==> src/rtl/ppm_demod_pkg.sv <==
package ppm_demod_pkg;
  // Width of a slot number; at least one bit.
  function automatic int idx_bits(input int slots);
    return (slots > 1) ? $clog2(slots) : 1;
  endfunction

  // Integral width: sample, growth for the slot length, plus a sign bit.
  function automatic int acc_bits(input int sample_w, input int max_sps);
    return sample_w + $clog2(max_sps + 1) + 1;
  endfunction
endpackage

==> src/rtl/ppm_slot_seq.sv <==
module ppm_slot_seq #(
  parameter int L_SLOTS = 4,
  parameter int IDX_W   = 2
) (
  input  logic             clk,
  input  logic             rst_n,
  input  logic             smp_valid,
  input  logic             slot_start,
  input  logic             frame_start,
  output logic             dump_en,
  output logic [IDX_W-1:0] dump_idx,
  output logic             restart_en,
  output logic             accum_en
);
  localparam logic [IDX_W-1:0] LAST_IDX = IDX_W'(L_SLOTS - 1);

  logic             active_q, active_d;
  logic [IDX_W-1:0] idx_q, idx_d;
  logic             boundary;

  always_comb begin
    boundary   = smp_valid & (slot_start | frame_start);
    dump_en    = boundary & active_q;
    restart_en = boundary & (active_q | frame_start);
    accum_en   = smp_valid & active_q & ~boundary;
    dump_idx   = idx_q;

    active_d = active_q | (boundary & frame_start);
    idx_d    = idx_q;
    if (restart_en) begin
      if (frame_start || idx_q == LAST_IDX) idx_d = '0;
      else                                  idx_d = idx_q + 1'b1;
    end
  end

  always_ff @(posedge clk or negedge rst_n) begin
    if (!rst_n) begin
      active_q <= 1'b0;
      idx_q    <= '0;
    end else begin
      active_q <= active_d;
      if (restart_en) idx_q <= idx_d;
    end
  end
endmodule

==> src/rtl/ppm_slot_integrator.sv <==
module ppm_slot_integrator #(
  parameter int SAMPLE_W       = 8,
  parameter int ACC_W          = 14,
  parameter bit SIGNED_SAMPLES = 1'b0
) (
  input  logic                    clk,
  input  logic                    rst_n,
  input  logic [SAMPLE_W-1:0]     smp_data,
  input  logic                    restart_en,
  input  logic                    accum_en,
  output logic signed [ACC_W-1:0] integral
);
  logic signed [ACC_W-1:0] smp_ext;
  logic signed [ACC_W-1:0] acc_q, acc_d;

  generate
    if (SIGNED_SAMPLES) begin : g_sext
      assign smp_ext = {{(ACC_W-SAMPLE_W){smp_data[SAMPLE_W-1]}}, smp_data};
    end else begin : g_zext
      assign smp_ext = {{(ACC_W-SAMPLE_W){1'b0}}, smp_data};
    end
  endgenerate

  always_comb begin
    acc_d = acc_q;
    if (restart_en)    acc_d = smp_ext;
    else if (accum_en) acc_d = acc_q + smp_ext;
  end

  always_ff @(posedge clk or negedge rst_n) begin
    if (!rst_n) acc_q <= '0;
    else if (restart_en || accum_en) acc_q <= acc_d;
  end

  assign integral = acc_q;
endmodule

==> src/rtl/ppm_max_tracker.sv <==
module ppm_max_tracker #(
  parameter int L_SLOTS = 4,
  parameter int IDX_W   = 2,
  parameter int ACC_W   = 14
) (
  input  logic                    clk,
  input  logic                    rst_n,
  input  logic                    dump_en,
  input  logic [IDX_W-1:0]        dump_idx,
  input  logic signed [ACC_W-1:0] integral,
  output logic signed [ACC_W-1:0] max_val,
  output logic [IDX_W-1:0]        max_idx,
  output logic                    word_valid,
  output logic [IDX_W-1:0]        word_data
);
  localparam logic [IDX_W-1:0] LAST_IDX = IDX_W'(L_SLOTS - 1);

  logic signed [ACC_W-1:0] max_q, max_d;
  logic [IDX_W-1:0]        midx_q, midx_d;
  logic                    wins, final_dump;
  logic [IDX_W-1:0]        word_q, word_d;
  logic                    valid_q;

  always_comb begin
    wins       = (dump_idx == '0) || (integral > max_q);
    final_dump = dump_en && (dump_idx == LAST_IDX);
    max_d      = wins ? integral : max_q;
    midx_d     = wins ? dump_idx : midx_q;
    word_d     = midx_d;
  end

  always_ff @(posedge clk or negedge rst_n) begin
    if (!rst_n) begin
      max_q   <= '0;
      midx_q  <= '0;
      word_q  <= '0;
      valid_q <= 1'b0;
    end else begin
      valid_q <= final_dump;
      if (dump_en) begin
        max_q  <= max_d;
        midx_q <= midx_d;
      end
      if (final_dump) word_q <= word_d;
    end
  end

  assign max_val    = max_q;
  assign max_idx    = midx_q;
  assign word_valid = valid_q;
  assign word_data  = word_q;
endmodule

==> src/rtl/ppm_ml_demod.sv <==
module ppm_ml_demod
  import ppm_demod_pkg::*;
#(
  parameter int L_SLOTS        = 4,
  parameter int SAMPLE_W       = 8,
  parameter int MAX_SPS        = 16,
  parameter bit SIGNED_SAMPLES = 1'b0,
  localparam int IDX_W         = idx_bits(L_SLOTS),
  localparam int ACC_W         = acc_bits(SAMPLE_W, MAX_SPS)
) (
  input  logic                clk,
  input  logic                rst_n,
  input  logic                smp_valid,
  input  logic [SAMPLE_W-1:0] smp_data,
  input  logic                slot_start,
  input  logic                frame_start,
  output logic                word_valid,
  output logic [IDX_W-1:0]    word_data
);
  logic [1:0]              rst_pipe;
  logic                    rst_sync_n;
  logic                    dump_en, restart_en, accum_en;
  logic [IDX_W-1:0]        dump_idx, max_idx;
  logic signed [ACC_W-1:0] integral, max_val;

  // Assert asynchronously, release on a clock edge.
  always_ff @(posedge clk or negedge rst_n) begin
    if (!rst_n) rst_pipe <= 2'b00;
    else        rst_pipe <= {rst_pipe[0], 1'b1};
  end
  assign rst_sync_n = rst_pipe[1];

  ppm_slot_seq #(.L_SLOTS(L_SLOTS), .IDX_W(IDX_W)) seq_i (
    .clk(clk), .rst_n(rst_sync_n), .smp_valid(smp_valid),
    .slot_start(slot_start), .frame_start(frame_start),
    .dump_en(dump_en), .dump_idx(dump_idx),
    .restart_en(restart_en), .accum_en(accum_en)
  );

  ppm_slot_integrator #(.SAMPLE_W(SAMPLE_W), .ACC_W(ACC_W),
                        .SIGNED_SAMPLES(SIGNED_SAMPLES)) integ_i (
    .clk(clk), .rst_n(rst_sync_n), .smp_data(smp_data),
    .restart_en(restart_en), .accum_en(accum_en), .integral(integral)
  );

  ppm_max_tracker #(.L_SLOTS(L_SLOTS), .IDX_W(IDX_W), .ACC_W(ACC_W)) track_i (
    .clk(clk), .rst_n(rst_sync_n), .dump_en(dump_en), .dump_idx(dump_idx),
    .integral(integral), .max_val(max_val), .max_idx(max_idx),
    .word_valid(word_valid), .word_data(word_data)
  );
endmodule

==> config.mk <==
export PLATFORM = sky130hd
export DESIGN_NAME = ppm_ml_demod
export DESIGN_NICKNAME = d
export VERILOG_FILES = /design/src/rtl/ppm_demod_pkg.sv /design/src/rtl/ppm_slot_seq.sv /design/src/rtl/ppm_slot_integrator.sv /design/src/rtl/ppm_max_tracker.sv /design/src/rtl/ppm_ml_demod.sv
export SDC_FILE = /design/constraint.sdc
export NUM_CORES = 1
export LEC_CHECK = 0
export ABC_CLOCK_PERIOD_IN_PS = 1300
export BUFFER_PORTS_ARGS = -buffer_cell sky130_fd_sc_hd__buf_2
export CORE_AREA = 2 2 79 81
export CTS_CLUSTER_SIZE = 40
export DETAILED_ROUTE_END_ITERATION = 12
export DIE_AREA = 0 0 81 83
export PLACE_DENSITY = 0.59
export SLEW_MARGIN = 40
export SYNTH_ARGS = -nofsm -noshare
export SYNTH_HDL_FRONTEND = slang
export SYNTH_SLANG_ARGS = --single-unit
==> constraint.sdc <==
create_clock -name clk -period 1.3 [get_ports clk]
set_input_delay 0.13 -clock clk [delete_from_list [all_inputs] [get_ports clk]]
set_output_delay 0.13 -clock clk [all_outputs]
set_load 0.005 [all_outputs]
Word level (Yosys, flattened, before mapping)
Cells that the tools add are included.

storage, ports and cells
  register bits = 38
  input port bits = 13
  output and inout port bits = 3
  logic and storage cells = 34

cells by class
  $add $sub $neg = 2
  $lt $le $gt $ge = 1
  equality and inequality tests = 1
  multiplexer cells = 4
  bitwise gates (word level) = 10
  reductions and logical operators = 8

operator list
  cell                                                            number
  14-bit 2-to-1 mux                                               2
  14-bit by 9-bit adder with 14-bit output                        1
  14-bit > comparator                                             1
  1-bit AND                                                       6
  2-bit 2-to-1 mux                                                2
  2-bit AND reduction                                             2
  1-bit logical OR                                                3
  1-bit OR                                                        3
  2-bit by 1-bit adder with 2-bit output (second input constant)  1
  2-bit == test (second input constant)                           1
  2-bit logical NOT                                               1
  2-bit nonzero test                                              1
  1-bit logical AND                                               1
  1-bit NOT                                                       1

Depth between registers and ports, before layout
  depth after elaboration = 6
  gate-level depth with buffers = 10
  depth with buffers taken out = 8

Modules after synthesis
A second synthesis with hierarchy kept.

unflattened totals
  cells, all modules = 251
  area, all modules = 2543.7 µm²

by module, submodules not included
  module               times used  cells an instance  area an instance (µm²)  sequential area each (µm²)
  ppm_max_tracker      1           106                1198.6                  475.5
  ppm_slot_integrator  1           123                1116.1                  350.3
  ppm_slot_seq         1           19                 175.2                   75.1
  ppm_ml_demod         1           3                  53.8                    50.0

Least setup slack after synthesis
OpenSTA, ideal clock, no wires.

  kind = reg2reg
  from = register integ_i.acc_q[9] (netlist: integ_i.integral[9])
  to = register track_i.midx_q[0] (netlist: track_i.max_idx[0])
  arrival time = 2.305 ns
  setup slack = -1.130 ns
  cell stages (with the launch flop) = 9
  buffers on the path = 1
  clock period less this slack = 2.430 ns
  cell sequence = dfrtp_1 > ha_1 > a21oi_1 > o21ai_1 > a221oi_1 > mux2i_2 > and2_1 > buf_2 > mux2_4

between the ends
  word-level cells in the longest chain between the ends = 3

RTL lines
  what                    line                       source
  from (decl)             ppm_slot_integrator.sv:14  logic signed [ACC_W-1:0] acc_q, acc_d;
  from (signal assigned)  ppm_slot_integrator.sv:31  if (!rst_n) acc_q <= '0;
  from (signal assigned)  ppm_slot_integrator.sv:32  else if (restart_en || accum_en) acc_q <= acc_d;
  14-bit > comparator     ppm_max_tracker.sv:25      wins = (dump_idx == '0) || (integral > max_q);
  1-bit logical OR        ppm_max_tracker.sv:25
  2-bit 2-to-1 mux        ppm_max_tracker.sv:28      midx_d = wins ? dump_idx : midx_q;
  to (signal assigned)    ppm_max_tracker.sv:42      midx_q <= midx_d;
  to (decl)               ppm_max_tracker.sv:19      logic [IDX_W-1:0] midx_q, midx_d;

Every way passes these cells.
A chain may end at the register's enable or synchronous reset.

Worst setup path in the final report
  from = register integ_i.acc_q[7] (netlist: integ_i.integral[7])
  to = register track_i.midx_q[1] (netlist: track_i.max_idx[1])

The elaborated chain is that of the path after synthesis.

==> results.toml <==
[power_and_ir_drop]
cellPowerDensity_nw_per_um2 = 1380
sequentialPowerShare = 0.308
power.clock.fraction = 0.158
p_comb_frac = 0.534
leakage_nw = 1.64
power_mw = 4.92
p_switching_mw = 1.69
p_int_mw = 3.23
p_sw_frac = 0.344
peakVddDrop_mv = 0.666

[timing]
drv_slew = 0
fmax_mhz = 447
fin_crit_sh = 1.72
period_needed_ns = 2.24
fin_worst_skew_ns = 0.00479
whs_ns = 0.0914
hold_viol = 0
setup_ws_ns = -0.936
setup_viol = 31
tns_ns = -23.13
rsz0062_at_grt = "yes"

[drt]
wl_per_cell_um = 14.4
firstDrtPassIters = 6
drt-initial-drc-count = 48
routed_via_density = 4.94
totalWireLength_um = 6040
vias = 2074
drcViolationCount = 0
ant_nets = 0

[worst_setup_path]
r2r_slack_ns = -0.94
worst_ep_arrival_time_ns = 2.41
cpMaxStageDelayCell = "or4_4"
max_stage_delay_ns = 0.58
crit_required_ns = 1.48
crit_type = "reg2reg"
worstReg2RegEnd = "track_i.max_idx[1]"
start_kind = "flop"
path_cells = "ha_4 > nand4_1 > or4_4 > o311ai_4 > mux2i_2 > and2_4 > mux2_4"
reg2reg_from = "integ_i.integral[7]"
cp_num_cells = 7
end_kind = "flop"
worst-path-max-fanout = 6
worst-path-buf-inv = 0
r2r_cells = 7
crit_family = "simple AND/OR/NAND/NOR gates"

[synth]
synth_edf_count = 0
synthArstFlopShare = 1.00
ys_ff_latch = 38
synth.distinct_cells = 46
synth-main-ff-cell = "dfrtp_1"
yosys_warnings = 0
syn-cell-area_um2 = 2270
synth-seq-area-share = 0.420
synth_fp_nets = 278
synth_area_per_cell_um2 = 9.44
syn_inst = 240

[layout]
multi_input_comb_area_um2 = 1520
final_common_cell = "buf_4"
layout.cells.non_filler = 420
layout_common_cells = "buf_4, dfrtp_1, nand2_1"
num-fill-cells = 499
fin_area_um2 = 3560
num-nets-final = 383
drive_above_1_share = 0.481
area_growth_pct = 56.9
antennaDiodeCount = 0
utilization = 0.611
ff_latch_area_um2 = 952

[place]
portBuffers = 15
dp_worst_setup_slack_ns = -0.975
placed_area_um2 = 3050
place_inst = 399
dp_hpwl_um = 4350
gp_congestion = 0.795

[floorplanning]
io_pins = 16
die_x_um = 81
start_util = 0.390
core_um2 = 5820
die-height_um = 83
rows = 28
die-area_um2 = 6720

[cts]
cts_buffers = 5
h-tree-depth = 2
clockBufferDepth = 2
cts-root-buf = "clkbuf_8"
tritoncts = "yes"
cts.sinks = 38
clk_pin_slew_worst_paths_ns = 0.07
clk_latency_ns = 0.29

[grt]
grt_usage = 0.188
grt_start_max_net_pins = 37
grt_pass1_vias = 2094
overflow = 0
grt_pass1_wl_um = 9850
antenna_found_initial = 0

[run]
drv_cap = 0

[min_path]
min_path_type = "in2reg"
hp-start = "smp_data[0]"
worst_hold_path.num_cells = 3
worstHoldEndpoint = "integ_i.integral[0]"

[run_status]
status = "complete, but fails checks"
violations = "negative setup slack"
-- per-layer routing --
metal / GRT usage / vias up / routed length (µm)
met5: 0 / - / 0
met4: 0.0693 / 0 / 128
met3: 0.0304 / 10 / 125
met2: 0.310 / 27 / 3060
met1: 0.245 / 980 / 2720
li1: - / 1057 / -
-- power by group through the flow --
| stage | Sequential [mW] | Clock [mW] | Combinational (mW) |
|---|---|---|---|
| floorplan | 1.53 | 0 | 1.13 |
| global placement | 1.52 | 0 | 1.94 |
| detailed placement | 1.52 | 0 | 2.00 |
| CTS | 1.51 | 0.795 | 2.31 |
| global route | 1.54 | 0.858 | 2.85 |
| finish | 1.52 | 0.776 | 2.62 |
-- cells in the mapped netlist (all sizes together), types with 2 or more instances --
library cell / n / area share
a21oi: 17 / 0.038
a22oi: 2 / 0.0066
a32oi: 2 / 0.0077
and2: 2 / 0.0055
buf: 3 / 0.0072
clkbuf: 3 / 0.0050
dfrtp: 38 / 0.42
ha: 24 / 0.13
inv: 23 / 0.038
mux2: 4 / 0.025
mux2i: 4 / 0.019
nand2: 21 / 0.035
nand2b: 3 / 0.0083
nand3: 16 / 0.035
nand4: 4 / 0.011
nor2: 10 / 0.017
nor3: 3 / 0.0066
o211ai: 4 / 0.013
o21ai: 26 / 0.057
o311ai: 2 / 0.0077
or2: 2 / 0.0055
or3: 2 / 0.0055
xnor2: 6 / 0.023
xor2: 3 / 0.012
-- what timing repair did --
action,4_1_cts,5_1_grt
gates cloned,0,1
endpoints found under the setup margin,35,34
pin swaps,15,18
gates resized for setup,24,38
endpoints found under the hold margin,2,0
setup buffers,7,5
hold buffers,1,0
-- state kept, by name, summed over array words and instances (netlist names) --
signal / cells
integ_i.integral: 14
rst_pipe: 2
seq_i.active_q: 1
seq_i.dump_idx: 2
track_i.max_idx: 2
track_i.max_val: 14
track_i.word_data: 2
track_i.word_valid: 1
-- cells by family after synthesis --
logic type / Yosys count / share of synthesized area
simple gates: 69 / 0.150
mux: 8 / 0.0442
fa+ha+maj: 25 / 0.141
flops: 38 / 0.420
buf+inv: 29 / 0.0502
xor+xnor: 9 / 0.0348
other cells: 1 / 0.00165
compound gates: 61 / 0.158
-- worst reg2reg max path, stage by stage, from the launching register on --
cell and delay, ns:
dfrtp_1 0.42, ha_4 0.29, nand4_1 0.12, or4_4 0.58
o311ai_4 0.08, mux2i_2 0.12, and2_4 0.22, mux2_4 0.30
-- worst max-delay path by stage --
stage	startpoint	to
after global placement	integ_i.integral[0]	integ_i.integral[12]
after detailed placement	integ_i.integral[0]	integ_i.integral[12]
after CTS	integ_i.integral[0]	integ_i.integral[12]
final	integ_i.integral[7]	track_i.max_idx[1]
after floorplan	integ_i.integral[7]	track_i.max_idx[0]
after global routing	integ_i.integral[0]	integ_i.integral[12]
-- cell type report --
cell class              instances  area share
inverters                      23      0.0243
flip-flops and latches         38       0.268
clock buffers                   7      0.0215
repair buffers                104       0.232
well taps                      75      0.0264
multi-input cells             173       0.428
Note: power is estimated with default switching activity, not from simulation.
